$ cat config.mk
export PLATFORM = sky130hd
export DESIGN_NAME = rob_retire
export DESIGN_NICKNAME = d
export VERILOG_FILES = /design/src/rtl/rob_pkg.sv /design/src/rtl/rob_store.sv /design/src/rtl/trap_vec_table.sv /design/src/rtl/retire_fsm.sv /design/src/rtl/rob_retire.sv
export SDC_FILE = /design/constraint.sdc
export NUM_CORES = 2
export LEC_CHECK = 0
export ABC_AREA = 0
export BUFFER_PORTS_ARGS = -buffer_cell sky130_fd_sc_hd__buf_2
export CAP_MARGIN = 40
export CORE_MARGIN = 1
export CORE_UTILIZATION = 55
export CTS_BUF_LIST = sky130_fd_sc_hd__clkbuf_2
export DETAILED_ROUTE_END_ITERATION = 6
export GPL_TIMING_DRIVEN = 0
export PLACE_DENSITY = 0.77
export SETUP_SLACK_MARGIN = 0.4
export SYNTH_ARGS = -nofsm -noshare
export SYNTH_HDL_FRONTEND = slang
export SYNTH_HIERARCHICAL = 1
export SYNTH_SLANG_ARGS = --single-unit
$ cat constraint.sdc
create_clock -name clk -period 3 [get_ports clk]
set_input_delay 0.15 -clock clk [delete_from_list [all_inputs] [get_ports clk]]
set_output_delay 0.15 -clock clk [all_outputs]
set_load 0.005 [all_outputs]
$ cat src/rtl/rob_pkg.sv
package rob_pkg;
    typedef enum logic [1:0] {
        ST_RUN    = 2'd0,
        ST_TRAP   = 2'd1,
        ST_VECTOR = 2'd2
    } retire_state_t;
endpackage

$ cat src/rtl/rob_store.sv
module rob_store #(
    parameter int DEPTH = 8,
    parameter int XLEN  = 32,
    parameter int CW    = 4,
    parameter int AUXW  = 32,
    localparam int TW   = $clog2(DEPTH)
) (
    input  logic            clk,
    input  logic            rst_n,
    input  logic            alloc_en,
    input  logic [XLEN-1:0] alloc_pc,
    input  logic            alloc_done,
    input  logic            alloc_exc,
    input  logic [CW-1:0]   alloc_cause,
    input  logic            wb_valid,
    input  logic [TW-1:0]   wb_tag,
    input  logic            wb_exc,
    input  logic [CW-1:0]   wb_cause,
    input  logic [AUXW-1:0] wb_aux,
    input  logic            pop,
    input  logic            flush,
    output logic            head_valid,
    output logic            head_done,
    output logic            head_exc,
    output logic [XLEN-1:0] head_pc,
    output logic [CW-1:0]   head_cause,
    output logic [AUXW-1:0] head_aux,
    output logic [TW-1:0]   tail_tag,
    output logic            full,
    output logic [DEPTH-1:0] issue_mask
);
    logic [DEPTH-1:0] ent_v, ent_d, ent_e;
    logic [XLEN-1:0]  ent_pc    [DEPTH];
    logic [CW-1:0]    ent_cause [DEPTH];
    logic [AUXW-1:0]  ent_aux   [DEPTH];
    logic [TW-1:0]    head_q, tail_q;
    logic [TW:0]      cnt_q;

    always_ff @(posedge clk or negedge rst_n) begin
        if (!rst_n) begin
            ent_v <= '0;
            ent_d <= '0;
            ent_e <= '0;
            for (int i = 0; i < DEPTH; i++) begin
                ent_pc[i]    <= '0;
                ent_cause[i] <= '0;
                ent_aux[i]   <= '0;
            end
        end else begin
            for (int i = 0; i < DEPTH; i++) begin
                if (flush) begin
                    ent_v[i] <= 1'b0;
                    ent_d[i] <= 1'b0;
                    ent_e[i] <= 1'b0;
                end else if (alloc_en && tail_q == TW'(i)) begin
                    ent_v[i]     <= 1'b1;
                    ent_d[i]     <= alloc_done && !alloc_exc;
                    ent_e[i]     <= alloc_exc;
                    ent_pc[i]    <= alloc_pc;
                    ent_cause[i] <= alloc_cause;
                    ent_aux[i]   <= '0;
                end else if (wb_valid && wb_tag == TW'(i) && ent_v[i] && !ent_d[i] && !ent_e[i]) begin
                    ent_d[i]     <= !wb_exc;
                    ent_e[i]     <= wb_exc;
                    ent_cause[i] <= wb_cause;
                    ent_aux[i]   <= wb_aux;
                end else if (pop && head_q == TW'(i)) begin
                    ent_v[i] <= 1'b0;
                    ent_d[i] <= 1'b0;
                end
            end
        end
    end

    always_ff @(posedge clk or negedge rst_n) begin
        if (!rst_n) begin
            head_q <= '0;
            tail_q <= '0;
            cnt_q  <= '0;
        end else if (flush) begin
            head_q <= '0;
            tail_q <= '0;
            cnt_q  <= '0;
        end else begin
            if (alloc_en) tail_q <= tail_q + 1'b1;
            if (pop)      head_q <= head_q + 1'b1;
            cnt_q <= cnt_q + (TW+1)'(alloc_en) - (TW+1)'(pop);
        end
    end

    generate
        for (genvar g = 0; g < DEPTH; g++) begin : g_issue
            assign issue_mask[g] = ent_v[g] && !ent_d[g] && !ent_e[g];
        end
    endgenerate

    assign head_valid = ent_v[head_q];
    assign head_done  = ent_d[head_q];
    assign head_exc   = ent_e[head_q];
    assign head_pc    = ent_pc[head_q];
    assign head_cause = ent_cause[head_q];
    assign head_aux   = ent_aux[head_q];
    assign tail_tag   = tail_q;
    assign full       = (cnt_q == (TW+1)'(DEPTH));

    AST_EMPTY_AFTER_PURGE: assert property (@(posedge clk) disable iff (!rst_n)
        flush |=> (issue_mask == '0 && !head_valid));
    AST_NO_OVERFLOW: assert property (@(posedge clk) disable iff (!rst_n)
        full |-> !alloc_en);
endmodule

$ cat src/rtl/trap_vec_table.sv
module trap_vec_table #(
    parameter int VEC_N = 8,
    parameter int XLEN  = 32,
    parameter int CW    = 4,
    localparam int VW   = $clog2(VEC_N + 1)
) (
    input  logic            clk,
    input  logic            rst_n,
    input  logic            we,
    input  logic [VW-1:0]   widx,
    input  logic [XLEN-1:0] wpc,
    input  logic [XLEN-1:0] wsp,
    input  logic [CW-1:0]   cause,
    output logic [XLEN-1:0] hpc,
    output logic [XLEN-1:0] hsp
);
    logic [XLEN-1:0] pc_t [VEC_N+1];
    logic [XLEN-1:0] sp_t [VEC_N+1];
    logic [VW-1:0]   sel;

    always_ff @(posedge clk or negedge rst_n) begin
        if (!rst_n) begin
            for (int i = 0; i <= VEC_N; i++) begin
                pc_t[i] <= '0;
                sp_t[i] <= '0;
            end
        end else if (we && int'(widx) <= VEC_N) begin
            pc_t[widx] <= wpc;
            sp_t[widx] <= wsp;
        end
    end

    always_comb begin
        if (int'(cause) < VEC_N) sel = VW'(cause);
        else                     sel = VW'(VEC_N);
    end

    assign hpc = pc_t[sel];
    assign hsp = sp_t[sel];
endmodule

$ cat src/rtl/retire_fsm.sv
module retire_fsm import rob_pkg::*; #(
    parameter int XLEN = 32,
    parameter int CW   = 4,
    parameter int AUXW = 32,
    parameter int FLW  = 8
) (
    input  logic            clk,
    input  logic            rst_n,
    input  logic            head_valid,
    input  logic            head_done,
    input  logic            head_exc,
    input  logic [XLEN-1:0] head_pc,
    input  logic [CW-1:0]   head_cause,
    input  logic [AUXW-1:0] head_aux,
    input  logic [XLEN-1:0] cur_sp,
    input  logic [FLW-1:0]  cur_flags,
    output logic            pop,
    output logic            flush,
    output logic            in_run,
    output logic            commit_valid,
    output logic [XLEN-1:0] commit_pc,
    output logic            cancel_all,
    output logic            fetch_halt,
    output logic            redirect_valid,
    output logic            priv_super,
    output logic [XLEN-1:0] sav_pc,
    output logic [XLEN-1:0] sav_sp,
    output logic [FLW-1:0]  sav_flags,
    output logic            sav_priv,
    output logic [CW-1:0]   sav_cause,
    output logic [AUXW-1:0] sav_aux
);
    retire_state_t st_q, st_n;
    logic take_trap;

    assign take_trap = (st_q == ST_RUN) && head_valid && head_exc;

    always_ff @(posedge clk or negedge rst_n) begin
        if (!rst_n) st_q <= ST_RUN;
        else        st_q <= st_n;
    end

    always_comb begin
        st_n = st_q;
        unique case (st_q)
            ST_RUN:    if (take_trap) st_n = ST_TRAP;
            ST_TRAP:   st_n = ST_VECTOR;
            ST_VECTOR: st_n = ST_RUN;
            default:   st_n = ST_RUN;
        endcase
    end

    always_comb begin
        in_run         = 1'b0;
        commit_valid   = 1'b0;
        cancel_all     = 1'b0;
        fetch_halt     = 1'b0;
        redirect_valid = 1'b0;
        unique case (st_q)
            ST_RUN: begin
                in_run       = 1'b1;
                commit_valid = head_valid && head_done && !head_exc;
            end
            ST_TRAP: begin
                cancel_all = 1'b1;
                fetch_halt = 1'b1;
            end
            ST_VECTOR: begin
                fetch_halt     = 1'b1;
                redirect_valid = 1'b1;
            end
            default: ;
        endcase
    end

    assign pop       = commit_valid;
    assign flush     = take_trap;
    assign commit_pc = head_pc;

    always_ff @(posedge clk or negedge rst_n) begin
        if (!rst_n) begin
            priv_super <= 1'b0;
            sav_pc     <= '0;
            sav_sp     <= '0;
            sav_flags  <= '0;
            sav_priv   <= 1'b0;
            sav_cause  <= '0;
            sav_aux    <= '0;
        end else begin
            if (take_trap) begin
                sav_pc    <= head_pc;
                sav_sp    <= cur_sp;
                sav_flags <= cur_flags;
                sav_priv  <= priv_super;
                sav_cause <= head_cause;
                sav_aux   <= head_aux;
            end
            if (st_q == ST_VECTOR) priv_super <= 1'b1;
        end
    end

    AST_COMMIT_NEEDS_DONE: assert property (@(posedge clk) disable iff (!rst_n)
        commit_valid |-> (head_valid && head_done));
    AST_NO_COMMIT_ON_FAULT: assert property (@(posedge clk) disable iff (!rst_n)
        (head_valid && head_exc) |-> !commit_valid);
    AST_FAULT_THEN_CANCEL: assert property (@(posedge clk) disable iff (!rst_n)
        (head_valid && head_exc && !fetch_halt) |=> cancel_all);
    AST_CANCEL_ONE_CYCLE: assert property (@(posedge clk) disable iff (!rst_n)
        cancel_all |=> !cancel_all);
    AST_REDIRECT_AFTER_CANCEL: assert property (@(posedge clk) disable iff (!rst_n)
        cancel_all |=> redirect_valid);
    AST_SUPER_AFTER_REDIRECT: assert property (@(posedge clk) disable iff (!rst_n)
        redirect_valid |=> (priv_super && !fetch_halt));
endmodule

$ cat src/rtl/rob_retire.sv
module rob_retire #(
    parameter int DEPTH = 8,
    parameter int XLEN  = 32,
    parameter int CW    = 4,
    parameter int AUXW  = 32,
    parameter int FLW   = 8,
    parameter int VEC_N = 8,
    localparam int TW   = $clog2(DEPTH),
    localparam int VW   = $clog2(VEC_N + 1)
) (
    input  logic             clk,
    input  logic             rst_n,
    input  logic             alloc_valid,
    input  logic [XLEN-1:0]  alloc_pc,
    input  logic             alloc_done,
    input  logic             alloc_exc,
    input  logic [CW-1:0]    alloc_cause,
    output logic             alloc_ready,
    output logic [TW-1:0]    alloc_tag,
    input  logic             wb_valid,
    input  logic [TW-1:0]    wb_tag,
    input  logic             wb_exc,
    input  logic [CW-1:0]    wb_cause,
    input  logic [AUXW-1:0]  wb_aux,
    output logic [DEPTH-1:0] issue_mask,
    output logic             commit_valid,
    output logic [XLEN-1:0]  commit_pc,
    input  logic [XLEN-1:0]  cur_sp,
    input  logic [FLW-1:0]   cur_flags,
    input  logic             vec_we,
    input  logic [VW-1:0]    vec_idx,
    input  logic [XLEN-1:0]  vec_pc,
    input  logic [XLEN-1:0]  vec_sp,
    output logic             cancel_all,
    output logic             fetch_halt,
    output logic             redirect_valid,
    output logic [XLEN-1:0]  redirect_pc,
    output logic [XLEN-1:0]  redirect_sp,
    output logic             priv_super,
    output logic [XLEN-1:0]  sav_pc,
    output logic [XLEN-1:0]  sav_sp,
    output logic [FLW-1:0]   sav_flags,
    output logic             sav_priv,
    output logic [CW-1:0]    sav_cause,
    output logic [AUXW-1:0]  sav_aux
);
    logic            head_valid, head_done, head_exc;
    logic [XLEN-1:0] head_pc;
    logic [CW-1:0]   head_cause;
    logic [AUXW-1:0] head_aux;
    logic            full, pop, flush, in_run, alloc_en;

    assign alloc_ready = in_run && !full;
    assign alloc_en    = alloc_valid && alloc_ready;

    rob_store #(.DEPTH(DEPTH), .XLEN(XLEN), .CW(CW), .AUXW(AUXW)) u_store (
        .clk(clk), .rst_n(rst_n),
        .alloc_en(alloc_en), .alloc_pc(alloc_pc), .alloc_done(alloc_done),
        .alloc_exc(alloc_exc), .alloc_cause(alloc_cause),
        .wb_valid(wb_valid), .wb_tag(wb_tag), .wb_exc(wb_exc),
        .wb_cause(wb_cause), .wb_aux(wb_aux),
        .pop(pop), .flush(flush),
        .head_valid(head_valid), .head_done(head_done), .head_exc(head_exc),
        .head_pc(head_pc), .head_cause(head_cause), .head_aux(head_aux),
        .tail_tag(alloc_tag), .full(full), .issue_mask(issue_mask)
    );

    retire_fsm #(.XLEN(XLEN), .CW(CW), .AUXW(AUXW), .FLW(FLW)) u_fsm (
        .clk(clk), .rst_n(rst_n),
        .head_valid(head_valid), .head_done(head_done), .head_exc(head_exc),
        .head_pc(head_pc), .head_cause(head_cause), .head_aux(head_aux),
        .cur_sp(cur_sp), .cur_flags(cur_flags),
        .pop(pop), .flush(flush), .in_run(in_run),
        .commit_valid(commit_valid), .commit_pc(commit_pc),
        .cancel_all(cancel_all), .fetch_halt(fetch_halt),
        .redirect_valid(redirect_valid), .priv_super(priv_super),
        .sav_pc(sav_pc), .sav_sp(sav_sp), .sav_flags(sav_flags),
        .sav_priv(sav_priv), .sav_cause(sav_cause), .sav_aux(sav_aux)
    );

    trap_vec_table #(.VEC_N(VEC_N), .XLEN(XLEN), .CW(CW)) u_vec (
        .clk(clk), .rst_n(rst_n),
        .we(vec_we), .widx(vec_idx), .wpc(vec_pc), .wsp(vec_sp),
        .cause(sav_cause), .hpc(redirect_pc), .hsp(redirect_sp)
    );
endmodule

==> out/results.ini <==
[run_status]
run_status=finished, violations left
violations=negative hold slack, negative setup slack

[drt]
met2_length_um=99500
drc=0
drt-total-wl_um=210000
wl_met1_um=74000
antenna_left=0
avgRoutedWirePerCell_um=28.8
drt_iter0_markers=5537
wl_met3_um=20800
via_per_inst=6.45
drt_first_pass_iters=7
topRoutingLayerUsed=met5
vias=47013

[sta]
layout_worst_path_cycle_share_pct=126
drv_slew=0
setup_ws_ns=-0.784
slew_headroom_pct=10.5
fin_worst_skew_ns=0.194
hold_violations=427
worst_pin_slew_ns=1.34
rsz0062_at_grt=true
whs_ns=-1.47
final.min_clock_period_ns=3.78
max_freq_mhz=264
setup_viol=703

[clock_network]
cts.sinks=1266
path_clk_slew_ns=0.13
cts_root_buf=clkbuf_2
cts_tree=built
cts.path.max_buffers=4
clk_latency_ns=1.70
cts_max_level=5
cts_buffers=336

[pwr]
power_frac_comb_pct=48.5
leakage_nw=36.6
pwr-share-clk_pct=16.0
powerDensity_mw_per_mm2=966
internal_power_w=0.0477
net-switching-power_w=0.0284
ir_drop_v=0.000813
total_power_w=0.0761
p_seq_share_pct=35.5
sw_frac_of_total_pct=37.3

[critical_path]
r2r_start=u_store/head_q[2]
r2r_slack_ns=-0.63
path_class=reg2out
required_ns=2.85
critPathCapture=redirect_pc[0]
critPathCaptureType=output pin
crit_arrival_ns=3.63
crit_path_max_fanout=8
ff2ff_path_depth=14
r2r_end=u_store/ent_e[5]
cp-start-kind=flip-flop
cp-startpoint=u_fsm/sav_cause[0]

[synthesis]
synth_cell_type_count=70
yosys-top-cells-area=dfrtp_1, mux2_2, mux4_2
yosysSeqAreaShare_pct=54.4
synthAdderAreaFrac_pct=0.464
synth_seq_cells=1266
synth-simple-area-share_pct=4.81
synth_compound_area_share_pct=8.38
syn-num-nets=4390
muxShareOfSynthArea_pct=27.8
synthArstFlopShare_pct=100
synth_top_flop_cell=dfrtp_1
yosysTopAreaCell=dfrtp_1
ys.warnings.count=6
yosys.area_share.xor_xnor_pct=0.0602
synth_top_cells_by_count=dfrtp_1, mux2_2, nand2_1
synth_top_family_by_area=multiplexers
avgSynthCellArea_um2=13.9
synth_edf_count=0
netlist_area_mm2=0.0582
synth_most_common_cell=dfrtp_1
synth_top_area_share_pct=54.4
syn_inst=4178

[place]
gp_congestion=0.929
numPortBuffers=370
dp.final_hpwl_um=105000

[floorplanning]
die_area_mm2=0.107
die_w_um=327
start_util_pct=55.8
die_h_um=327
rows=118
io_pins=413
core_area_mm2=0.104

[global_route]
grt_overflow=0
antenna_found_initial=19
grt_pass1_wl_um=277000
grt_max_degree=176
grt_pass1_vias=46698
track_usage_pct=34.0

[final_layout]
nFillCells=5669
regArea_mm2=0.0317
multiInputGateArea_mm2=0.0264
fin_nets=5898
syn2layout_area_growth_pct=35.4
drive_gt1_share_pct=47.9

[hold_path]
hold_class=in2async

[flow_run]
maxCapViolations=0

through the flow:
stage,cell area [um2],cells,util [%],setup WS [ns],setup TNS [ns]
floorplan,58400,4178,-,0.0622,0
global placement,62000,5928,59.5,-25.98,-
detailed placement,62300,5940,59.8,-1.68,-848.70
CTS,74000,7101,71.0,-0.791,-186.51
global route,78800,7280,75.6,-0.958,-311.40
finish,78800,7287,75.6,-0.784,-286.92
per-layer routing:
| layer | vias up | GRT usage (%) |
|---|---|---|
| met5 | - | 0 |
| met4 | 10 | 20.1 |
| met3 | 1184 | 6.69 |
| met2 | 3597 | 55.1 |
| met1 | 23680 | 42.5 |
| li1 | 18542 | - |
critical path, stage by stage (launching register included):
cell	delay (ns)
dfrtp_2	0.46
buf_12	0.18
buf_4	0.16
buf_12	0.18
buf_12	0.17
mux2i_1	0.29
o22ai_2	0.13
a221o_1	0.31
buf_2	0.14
layout by cell type, fill, tap and decap left out, drive strengths merged, types with 10 or more instances in the layout:
cell type / Yosys / routed
a21oi: 87 / 87
o21ai: 23 / 23
clkinv: 0 / 47
diode: 0 / 28
buf: 284 / 870
nand3: 10 / 10
clkbuf: 101 / 599
mux2: 910 / 910
dfrtp: 1266 / 1266
nor3b: 75 / 75
mux2i: 212 / 212
nor2: 100 / 100
o21bai: 66 / 66
o22ai: 74 / 74
a22o: 256 / 256
ha: 20 / 20
nand2: 355 / 355
a2bb2oi: 14 / 14
inv: 17 / 22
a221o: 64 / 64
dlygate4sd3: 0 / 555
mux4: 142 / 142
cell type report:
type                    instances  area share (%)
clock buffers                 473            3.00
clock inverters                58           0.487
diodes                         28          0.0889
multi-input cells            2512            33.6
plain buffers                 385            5.66
flip-flops and latches       1266            40.2
inverters                      17           0.105
well taps                    1380            2.19
repair buffers               1168            14.7
power groups by stage:
stage / clock [W] / combinational (W) / sequential [W]
6_report: 0.0122 / 0.0369 / 0.0270
5_1_grt: 0.0132 / 0.0381 / 0.0274
4_1_cts: 0.0119 / 0.0304 / 0.0261
3_5_place_dp: 0 / 0.0251 / 0.0264
3_3_place_gp: 0 / 0.0244 / 0.0262
2_1_floorplan: 0 / 0.0172 / 0.0254
flip-flops by register name, summed over array words and instances, names as in the netlist:
name,count
u_fsm/priv_super,1
u_fsm/sav_aux,32
u_fsm/sav_cause,4
u_fsm/sav_flags,8
u_fsm/sav_pc,32
u_fsm/sav_priv,1
u_fsm/sav_sp,32
u_fsm/st_q,2
u_store/cnt_q,4
u_store/ent_aux,256
u_store/ent_cause,32
u_store/ent_d,8
u_store/ent_e,8
u_store/ent_pc,256
u_store/ent_v,8
u_store/head_q,3
u_store/tail_tag,3
u_vec/pc_t,288
u_vec/sp_t,288
kinds of logic after synthesis:
logic type	Yosys count
AO/OA/AOI/OAI	626
multiplexers	1264
flip-flops	1266
XOR/XNOR	4
adder cells (fa/ha/maj)	21
buffers and inverters	402
AND/OR/NAND/NOR	595
worst min path at each step:
stage | end | slack, ns | from
finish | u_vec/pc_t[264] | -1.47 | rst_n
global route | u_vec/pc_t[237] | -1.53 | rst_n
CTS | u_vec/pc_t[237] | -1.54 | rst_n
detailed placement | u_vec/pc_t[237] | 0.20 | rst_n
global placement | u_fsm/sav_sp[22] | 0.38 | cur_sp[22]
floorplan | u_fsm/priv_super | -0.15 | rst_n
repair_timing:
item	4_1_cts	5_1_grt
pin swaps	80	188
cloned	31	55
setup buffers	45	98
setup endpoints to repair	799	986
hold buffers	554	5
hold endpoints to repair	1692	358
resized for setup	569	715
No activity file was read; power rests on OpenSTA's default activity.
